$ cat src/rtl/dsc_pkg.sv
package dsc_pkg;
  localparam int NUM_CH = 2;

  // comparison results for one channel, produced by the datapath
  typedef struct packed {
    logic hit;    // compare value equals counter value
    logic atTop;  // compare value equals TOP
    logic atBot;  // compare value equals zero
  } chan_flag_t;

  // strobes from control to datapath for one channel
  typedef struct packed {
    logic setOut;
    logic clrOut;
    logic togOut;
    logic connect;
  } chan_stb_t;
endpackage

$ cat src/rtl/dsc_ctrl.sv
module dsc_ctrl
  import dsc_pkg::*;
(
  input  logic                         cntStep,
  input  logic                         cntUp,
  input  logic [3:0]                   waveMode,
  input  logic [NUM_CH-1:0][1:0]       comMode,
  input  chan_flag_t [NUM_CH-1:0]      flags,
  output chan_stb_t  [NUM_CH-1:0]      stb
);
  // toggle exists only in the dual-slope modes numbered 8..11
  logic modeTogOk;
  assign modeTogOk = (waveMode[3:2] == 2'b10);

  for (genvar g = 0; g < NUM_CH; g++) begin : g_ch
    localparam bit CAN_TOGGLE = (g == 0);
    logic togOk, fire, level;

    always_comb begin
      togOk = CAN_TOGGLE && modeTogOk;
      fire  = 1'b0;
      level = 1'b0;
      if (comMode[g][1]) begin
        if (flags[g].atTop) begin
          fire  = 1'b1;
          level = ~comMode[g][0];
        end else if (flags[g].atBot) begin
          fire  = 1'b1;
          level = comMode[g][0];
        end else if (flags[g].hit) begin
          fire  = 1'b1;
          level = cntUp ? comMode[g][0] : ~comMode[g][0];
        end
      end
      stb[g].connect = comMode[g][1] | ((comMode[g] == 2'b01) & togOk);
      stb[g].setOut  = cntStep & fire & level;
      stb[g].clrOut  = cntStep & fire & ~level;
      stb[g].togOut  = cntStep & (comMode[g] == 2'b01) & togOk & flags[g].hit;
    end

    // only one action per step, and only one kind of action per code
    always_comb begin
      p_one_action_r4: assert ($onehot0({stb[g].setOut, stb[g].clrOut, stb[g].togOut}))
        else $error("more than one output action on channel %0d", g);
    end
  end
endmodule

$ cat src/rtl/dsc_datapath.sv
module dsc_datapath
  import dsc_pkg::*;
#(
  parameter int CNT_W = 16
) (
  input  logic                              clk,
  input  logic                              rstN,
  input  logic                              cntStep,
  input  logic [CNT_W-1:0]                  cntVal,
  input  logic [CNT_W-1:0]                  cntTop,
  input  logic [NUM_CH-1:0][CNT_W-1:0]      cmpVal,
  input  chan_stb_t  [NUM_CH-1:0]           stb,
  output chan_flag_t [NUM_CH-1:0]           flags,
  output logic [NUM_CH-1:0]                 waveQ,
  output logic [NUM_CH-1:0]                 enQ
);
  localparam logic [CNT_W-1:0] BOTTOM = '0;

  for (genvar g = 0; g < NUM_CH; g++) begin : g_ch
    assign flags[g].hit   = (cmpVal[g] == cntVal);
    assign flags[g].atTop = (cmpVal[g] == cntTop);
    assign flags[g].atBot = (cmpVal[g] == BOTTOM);

    always_ff @(posedge clk) begin
      if (!rstN) begin
        waveQ[g] <= 1'b0;
        enQ[g]   <= 1'b0;
      end else begin
        enQ[g] <= stb[g].connect;
        if (stb[g].setOut)      waveQ[g] <= 1'b1;
        else if (stb[g].clrOut) waveQ[g] <= 1'b0;
        else if (stb[g].togOut) waveQ[g] <= ~waveQ[g];
      end
    end

    p_set_lands_r3: assert property (@(posedge clk) disable iff (!rstN)
      stb[g].setOut |=> waveQ[g]);
    p_clr_lands_r2: assert property (@(posedge clk) disable iff (!rstN)
      stb[g].clrOut |=> !waveQ[g]);
    p_hold_idle_r8: assert property (@(posedge clk) disable iff (!rstN)
      !cntStep |=> $stable(waveQ[g]));
  end
endmodule

$ cat src/rtl/dual_slope_cmp_out.sv
module dual_slope_cmp_out
  import dsc_pkg::*;
#(
  parameter int CNT_W = 16
) (
  input  logic             clk,
  input  logic             rstN,
  input  logic             cntStep,
  input  logic             cntUp,
  input  logic [CNT_W-1:0] cntVal,
  input  logic [CNT_W-1:0] cntTop,
  input  logic [CNT_W-1:0] cmpA,
  input  logic [CNT_W-1:0] cmpB,
  input  logic [3:0]       waveMode,
  input  logic [1:0]       comModeA,
  input  logic [1:0]       comModeB,
  output logic             waveA,
  output logic             waveB,
  output logic             enA,
  output logic             enB
);
  chan_flag_t [NUM_CH-1:0]          flags;
  chan_stb_t  [NUM_CH-1:0]          stb;
  logic [NUM_CH-1:0][CNT_W-1:0]     cmpVal;
  logic [NUM_CH-1:0][1:0]           comMode;
  logic [NUM_CH-1:0]                waveQ, enQ;

  assign cmpVal  = {cmpB, cmpA};
  assign comMode = {comModeB, comModeA};

  dsc_ctrl u_ctrl (
    .cntStep (cntStep),
    .cntUp   (cntUp),
    .waveMode(waveMode),
    .comMode (comMode),
    .flags   (flags),
    .stb     (stb)
  );

  dsc_datapath #(.CNT_W(CNT_W)) u_dp (
    .clk    (clk),
    .rstN   (rstN),
    .cntStep(cntStep),
    .cntVal (cntVal),
    .cntTop (cntTop),
    .cmpVal (cmpVal),
    .stb    (stb),
    .flags  (flags),
    .waveQ  (waveQ),
    .enQ    (enQ)
  );

  assign waveA = waveQ[0];
  assign waveB = waveQ[1];
  assign enA   = enQ[0];
  assign enB   = enQ[1];

  p_disc_a_r1: assert property (@(posedge clk) disable iff (!rstN)
    (comModeA == 2'b00) |=> !enA);
  p_disc_b_r1: assert property (@(posedge clk) disable iff (!rstN)
    (comModeB == 2'b00) |=> !enB);
  p_b_no_toggle_r5: assert property (@(posedge clk) disable iff (!rstN)
    (comModeB == 2'b01) |=> (!enB && $stable(waveB)));
  p_toggle_a_r4: assert property (@(posedge clk) disable iff (!rstN)
    (cntStep && comModeA == 2'b01 && waveMode[3:2] == 2'b10 && cmpA == cntVal)
      |=> (waveA != $past(waveA)));
  p_top_high_r6: assert property (@(posedge clk) disable iff (!rstN)
    (cntStep && comModeA == 2'b10 && cmpA == cntTop) |=> waveA);
  p_bot_high_r7: assert property (@(posedge clk) disable iff (!rstN)
    (cntStep && comModeA == 2'b11 && cmpA == '0 && cntTop != '0) |=> waveA);
endmodule

$ cat config.mk
export PLATFORM = sky130hd
export DESIGN_NAME = dual_slope_cmp_out
export DESIGN_NICKNAME = d
export VERILOG_FILES = /design/src/rtl/dsc_pkg.sv /design/src/rtl/dsc_ctrl.sv /design/src/rtl/dsc_datapath.sv /design/src/rtl/dual_slope_cmp_out.sv
export SDC_FILE = /design/constraint.sdc
export NUM_CORES = 1
export LEC_CHECK = 0
export ABC_AREA = 1
export BUFFER_PORTS_ARGS = -buffer_cell sky130_fd_sc_hd__buf_2
export CAP_MARGIN = 20
export CORE_MARGIN = 4
export CORE_UTILIZATION = 46
export CTS_BUF_LIST = sky130_fd_sc_hd__clkbuf_4
export CTS_CLUSTER_DIAMETER = 80
export DETAILED_ROUTE_END_ITERATION = 12
export PLACE_DENSITY = 0.9
export SKIP_CTS_REPAIR_TIMING = 1
export SLEW_MARGIN = 20
export SYNTH_ARGS = -nofsm -noshare
export SYNTH_HDL_FRONTEND = slang
export SYNTH_SLANG_ARGS = --single-unit
$ cat constraint.sdc
create_clock -name clk -period 1.5 [get_ports clk]
set_input_delay 0.45 -clock clk [delete_from_list [all_inputs] [get_ports clk]]
set_output_delay 0.45 -clock clk [all_outputs]
set_load 0.1 [all_outputs]
# ---- Word level (Yosys, flattened, before mapping)
# Index checks and enable logic that the tools add are counted.
dict set report op_classes {
  n_mux 23
  n_eq_ne 6
  reduce_logical 4
  n_bitwise 16
}
# cell count
set ops {}
lappend ops {{== test 16 bit} 4}
lappend ops {{zero test 16 bit} 2}
lappend ops {{two-way mux 1 bit} 23}
lappend ops {{bitwise AND 1 bit} 10}
lappend ops {{inverter 1 bit} 5}
lappend ops {{nonzero test 3 bit} 1}
lappend ops {{== test 2 x 1 -> 1 bit, second input constant} 1}
lappend ops {{== test 2 bit, second input constant} 1}
lappend ops {{nonzero test 2 bit} 1}
lappend ops {{OR 1 bit} 1}
dict set report totals {
  out_inout_bits 4
  input_bits 76
  register_bits 4
}

# ---- Depth between registers and ports, before layout
dict set report depth {
  word_depth 10
  mapped_depth 12
  mapped_depth_nobuf 12
}

# ---- Modules after synthesis
# A second synthesis with hierarchy kept.
dict set report hier_totals {
  hier_cells 258
  area_unflattened_um2 1330.0
}
# module cells_per_inst seq_area_each_um2 area_each_um2 instances
set modules_own_cells {}
lappend modules_own_cells {dsc_datapath 218 80.1 1141.1 1}
lappend modules_own_cells {dsc_ctrl 40 0.0 188.9 1}

# ---- Worst setup path before layout
# No wires, ideal clock.
dict set report synth_timing {
  path_kind {reg2out}
  start {reg u_dp.waveQ[0]}
  end {out waveA}
  path_buffers 0
  path_stages_with_launch 1
  arrival_ps 939
  setup_slack_ps 111
  path_cell_list {dfxtp_1}
}
# element line
set synth_lines {}
lappend synth_lines {{start, declared} dsc_datapath.sv:14} ;# output logic [NUM_CH-1:0] waveQ,
lappend synth_lines {{start signal, assigned by index} dsc_datapath.sv:32} ;# else if (stb[g].togOut) waveQ[g] <= ~waveQ[g];
lappend synth_lines {{end, declared} dual_slope_cmp_out.sv:17} ;# output logic waveA,
# No word-level cell between the ends.

# ---- Worst setup path after layout
dict set report layout_timing {
  start {reg u_dp.enQ[1]}
  end {out enB}
}
# element line
set layout_lines {}
lappend layout_lines {{start, declared} dsc_datapath.sv:15} ;# output logic [NUM_CH-1:0] enQ
lappend layout_lines {{start signal, assigned by index} dsc_datapath.sv:29} ;# enQ[g] <= stb[g].connect;
lappend layout_lines {{end, declared} dual_slope_cmp_out.sv:20} ;# output logic enB
# No word-level cell between the ends.

==> flow_metrics.tcl <==
set metrics [dict create \
    status "finished, final reports clean" \
    finalInstanceArea_sq_mm 0.001883 \
    critPathArrivalTime_ns 0.95 \
    fin_ws_ns 0.1046 \
    critPathKind "reg -> out" \
    cts_tree "yes" \
    areaGrowthSynthToFinish_pct 34.62 \
    wire_per_inst_microns 9.317 \
    setup_viol 0 \
    die_h_microns 63.15 \
    cp_num_buf_inv 1 \
    drt-total-wl_microns 3820 \
    grt_pass1_wl_microns 6251 \
    cap_viol_max_count 0 \
    nNetsFinal 457 \
    vias_per_cell 4.493 \
    drc 0 \
    dpl_cell_area_sq_mm 0.001861 \
    initial_utilization_pct 49.45 \
    worstMarginPinSlew_ns 0.4894 \
    clk-insertion-delay-late_ns 0.24 \
    ir_worst_vdd_mv 0.3113 \
    core_area_sq_mm 0.002829 \
    drive_gt1_share_pct 26.65 \
    dpl.cell_count 407 \
    path_clk_slew_ns 0.04 \
    required_ns 1.05 \
    rows 19 \
    grt_overflow_total 0 \
    max_freq_ghz 0.7166 \
    die_w_microns 63.15 \
    finalNonFillerCells 410 \
    gp_congestion 0.8128 \
    slew_headroom_pct 67.60 \
    numCtsBuffers 3 \
    cp-start-kind "register" \
    drtAntennaViolNets 0 \
    cellPowerDensity_mw_per_mm2 358.5 \
    cp_slowest_cell "buf_2" \
    min_path_type "in -> reg" \
    grt_start_max_net_pins 5 \
    syn_area_per_cell_sq_um 4.694 \
    port_buffers 77 \
    p_clk_share_pct 20.0 \
    crit_family "buffers and inverters" \
    netSwitchingFraction_pct 43.63 \
    p_leak_nw 1.263 \
    intPower_w 0.0003805 \
    finClkSkew_ns 0 \
    post-route-min-period_ns 1.395 \
    first_global_vias 1646 \
    maxSlewViolCount 0 \
    path_max_fanout 1 \
    syn_inst 298 \
    cts-root-buf "clkbuf_4" \
    synth_seq_area_share_pct 5.725 \
    n_fill_cell 271 \
    dpl_worst_slack_ns -0.06274 \
    rsz0062_at_grt "false" \
    syn-cell-area_sq_mm 0.001399 \
    htreeDepth 1 \
    max_stage_delay_ns 0.41 \
    hold_viol 0 \
    diodes 0 \
    endpoint_kind "output pin" \
    synth.ff_latch_count 4 \
    ys.warnings.count 0 \
    clockBufferDepth 2 \
    die_area_sq_mm 0.003987 \
    p_sw_w 0.0002946 \
    final_util_pct 66.56 \
    post-dp-hpwl_microns 3516 \
    ios 80 \
    clkSinkCount 4 \
    fin_crit_sh_pct 93.03 \
    pwr-share-comb_pct 63.7 \
    grt.total_usage_pct 18.55 \
    power_frac_seq_pct 16.4 \
    synth.distinct_cells 19 \
    synth.net_count 374 \
    drt_iter0_markers 57 \
    drt_pass1_iterations 4 \
    grt_antenna_before_repair 0 \
    dr_total_vias 1842 \
    path_cells "buf_2" \
]
==> path summary, 6_finish.rpt <==
path                            slack, ns  cells after the start             to           from
worst max-delay path                 0.10                      1            enB    u_dp.enQ[1]
worst min-delay path                 0.41                      3    u_dp.enQ[1]    comModeB[1]
worst max register to register       0.78                      3  u_dp.waveQ[0]  u_dp.waveQ[0]
worst min register to register       0.56                      4  u_dp.waveQ[1]  u_dp.waveQ[1]
==> area by class of cell <==
type | instances | area (sq um) | share of cell area, %
flip-flops and latches | 4 | 80.08 | 4.252
well taps | 31 | 38.79 | 2.060
clock buffers | 3 | 22.52 | 1.196
repair buffers | 78 | 422.9 | 22.46
multi-input cells | 237 | 1105 | 58.67
inverters | 57 | 214.0 | 11.36
==> Yosys cell counts <==
master    number  area share [%]
nand3_1        3             1.1
xnor2_1        1            0.63
o21ai_1        1            0.36
inv_2         13             3.5
nor2_1        47              13
nor3b_1        1            0.54
nor3_1         2            0.72
nand2_1      136              36
inv_1         44              12
xor2_1        31              19
nand3b_1       2             1.1
nand4_1        4             1.8
o21ai_0        1            0.36
nor2_2         3             1.3
nand3_2        1            0.72
dfxtp_1        4             5.7
nand2_2        2            0.89
a21oi_1        1            0.36
a21oi_2        1            0.63
==> cell usage in the layout, fill, tap and decap left out, types with 3 or more instances in the layout <==
cell | synthesis | final
dfxtp_1 | 4 | 4
nand4_1 | 4 | 4
nand3_1 | 3 | 3
buf_2 | 0 | 75
inv_1 | 44 | 44
xor2_1 | 31 | 31
nor2_2 | 3 | 3
inv_2 | 13 | 13
clkbuf_4 | 0 | 3
nand2_1 | 136 | 136
nor2_1 | 47 | 47
==> registers in the layout, indices dropped and copies added (netlist names) <==
name,flops
u_dp.enQ,2
u_dp.waveQ,2
==> power groups by stage <==
stage	clock [W]	sequential (W)	combinational, W
2_1_floorplan	0	0.000135	0.000215
5_1_grt	0.000153	0.000111	0.000489
6_report	0.000135	0.000110	0.000430
3_5_place_dp	0	0.000112	0.000430
3_3_place_gp	0	0.000112	0.000419
4_1_cts	0.000142	0.000110	0.000432
==> tightest hold or removal path, stage by stage <==
cell	delay [ns]
buf_2	0.08
nand2_1	0.04
inv_1	0.04
==> kinds of logic after synthesis <==
group                     Yosys count  share of synthesized area [%]
and+or+nand+nor                   201                          57.24
buffers and inverters              57                          15.30
xor gates and xnor gates           32                          20.04
AOI/OAI and AO/OA                   4                          1.699
DFF                                 4                          5.725
==> metal layers <==
layer  track usage, %  vias to the layer above  share of wire (%)
li1                 -                     1020                  -
met1            22.15                      762                 42
met2            34.65                       60                 49
met4            1.102                        0                  0
met5                0                        -                  0
met3            4.440                        0                8.7
==> per-stage QoR <==
stage | power [W] | hold WS [ns] | setup TNS, ns
floorplan | 0.0003492 | 0.5435 | 0
global placement | 0.0005313 | 0.5463 | -0.07411
detailed placement | 0.0005421 | 0.5507 | -0.1188
CTS | 0.0006846 | 0.4052 | 0
global route | 0.0007530 | 0.4472 | 0
finish | 0.0006751 | 0.4097 | 0
Power figures use the tool's default switching activity.
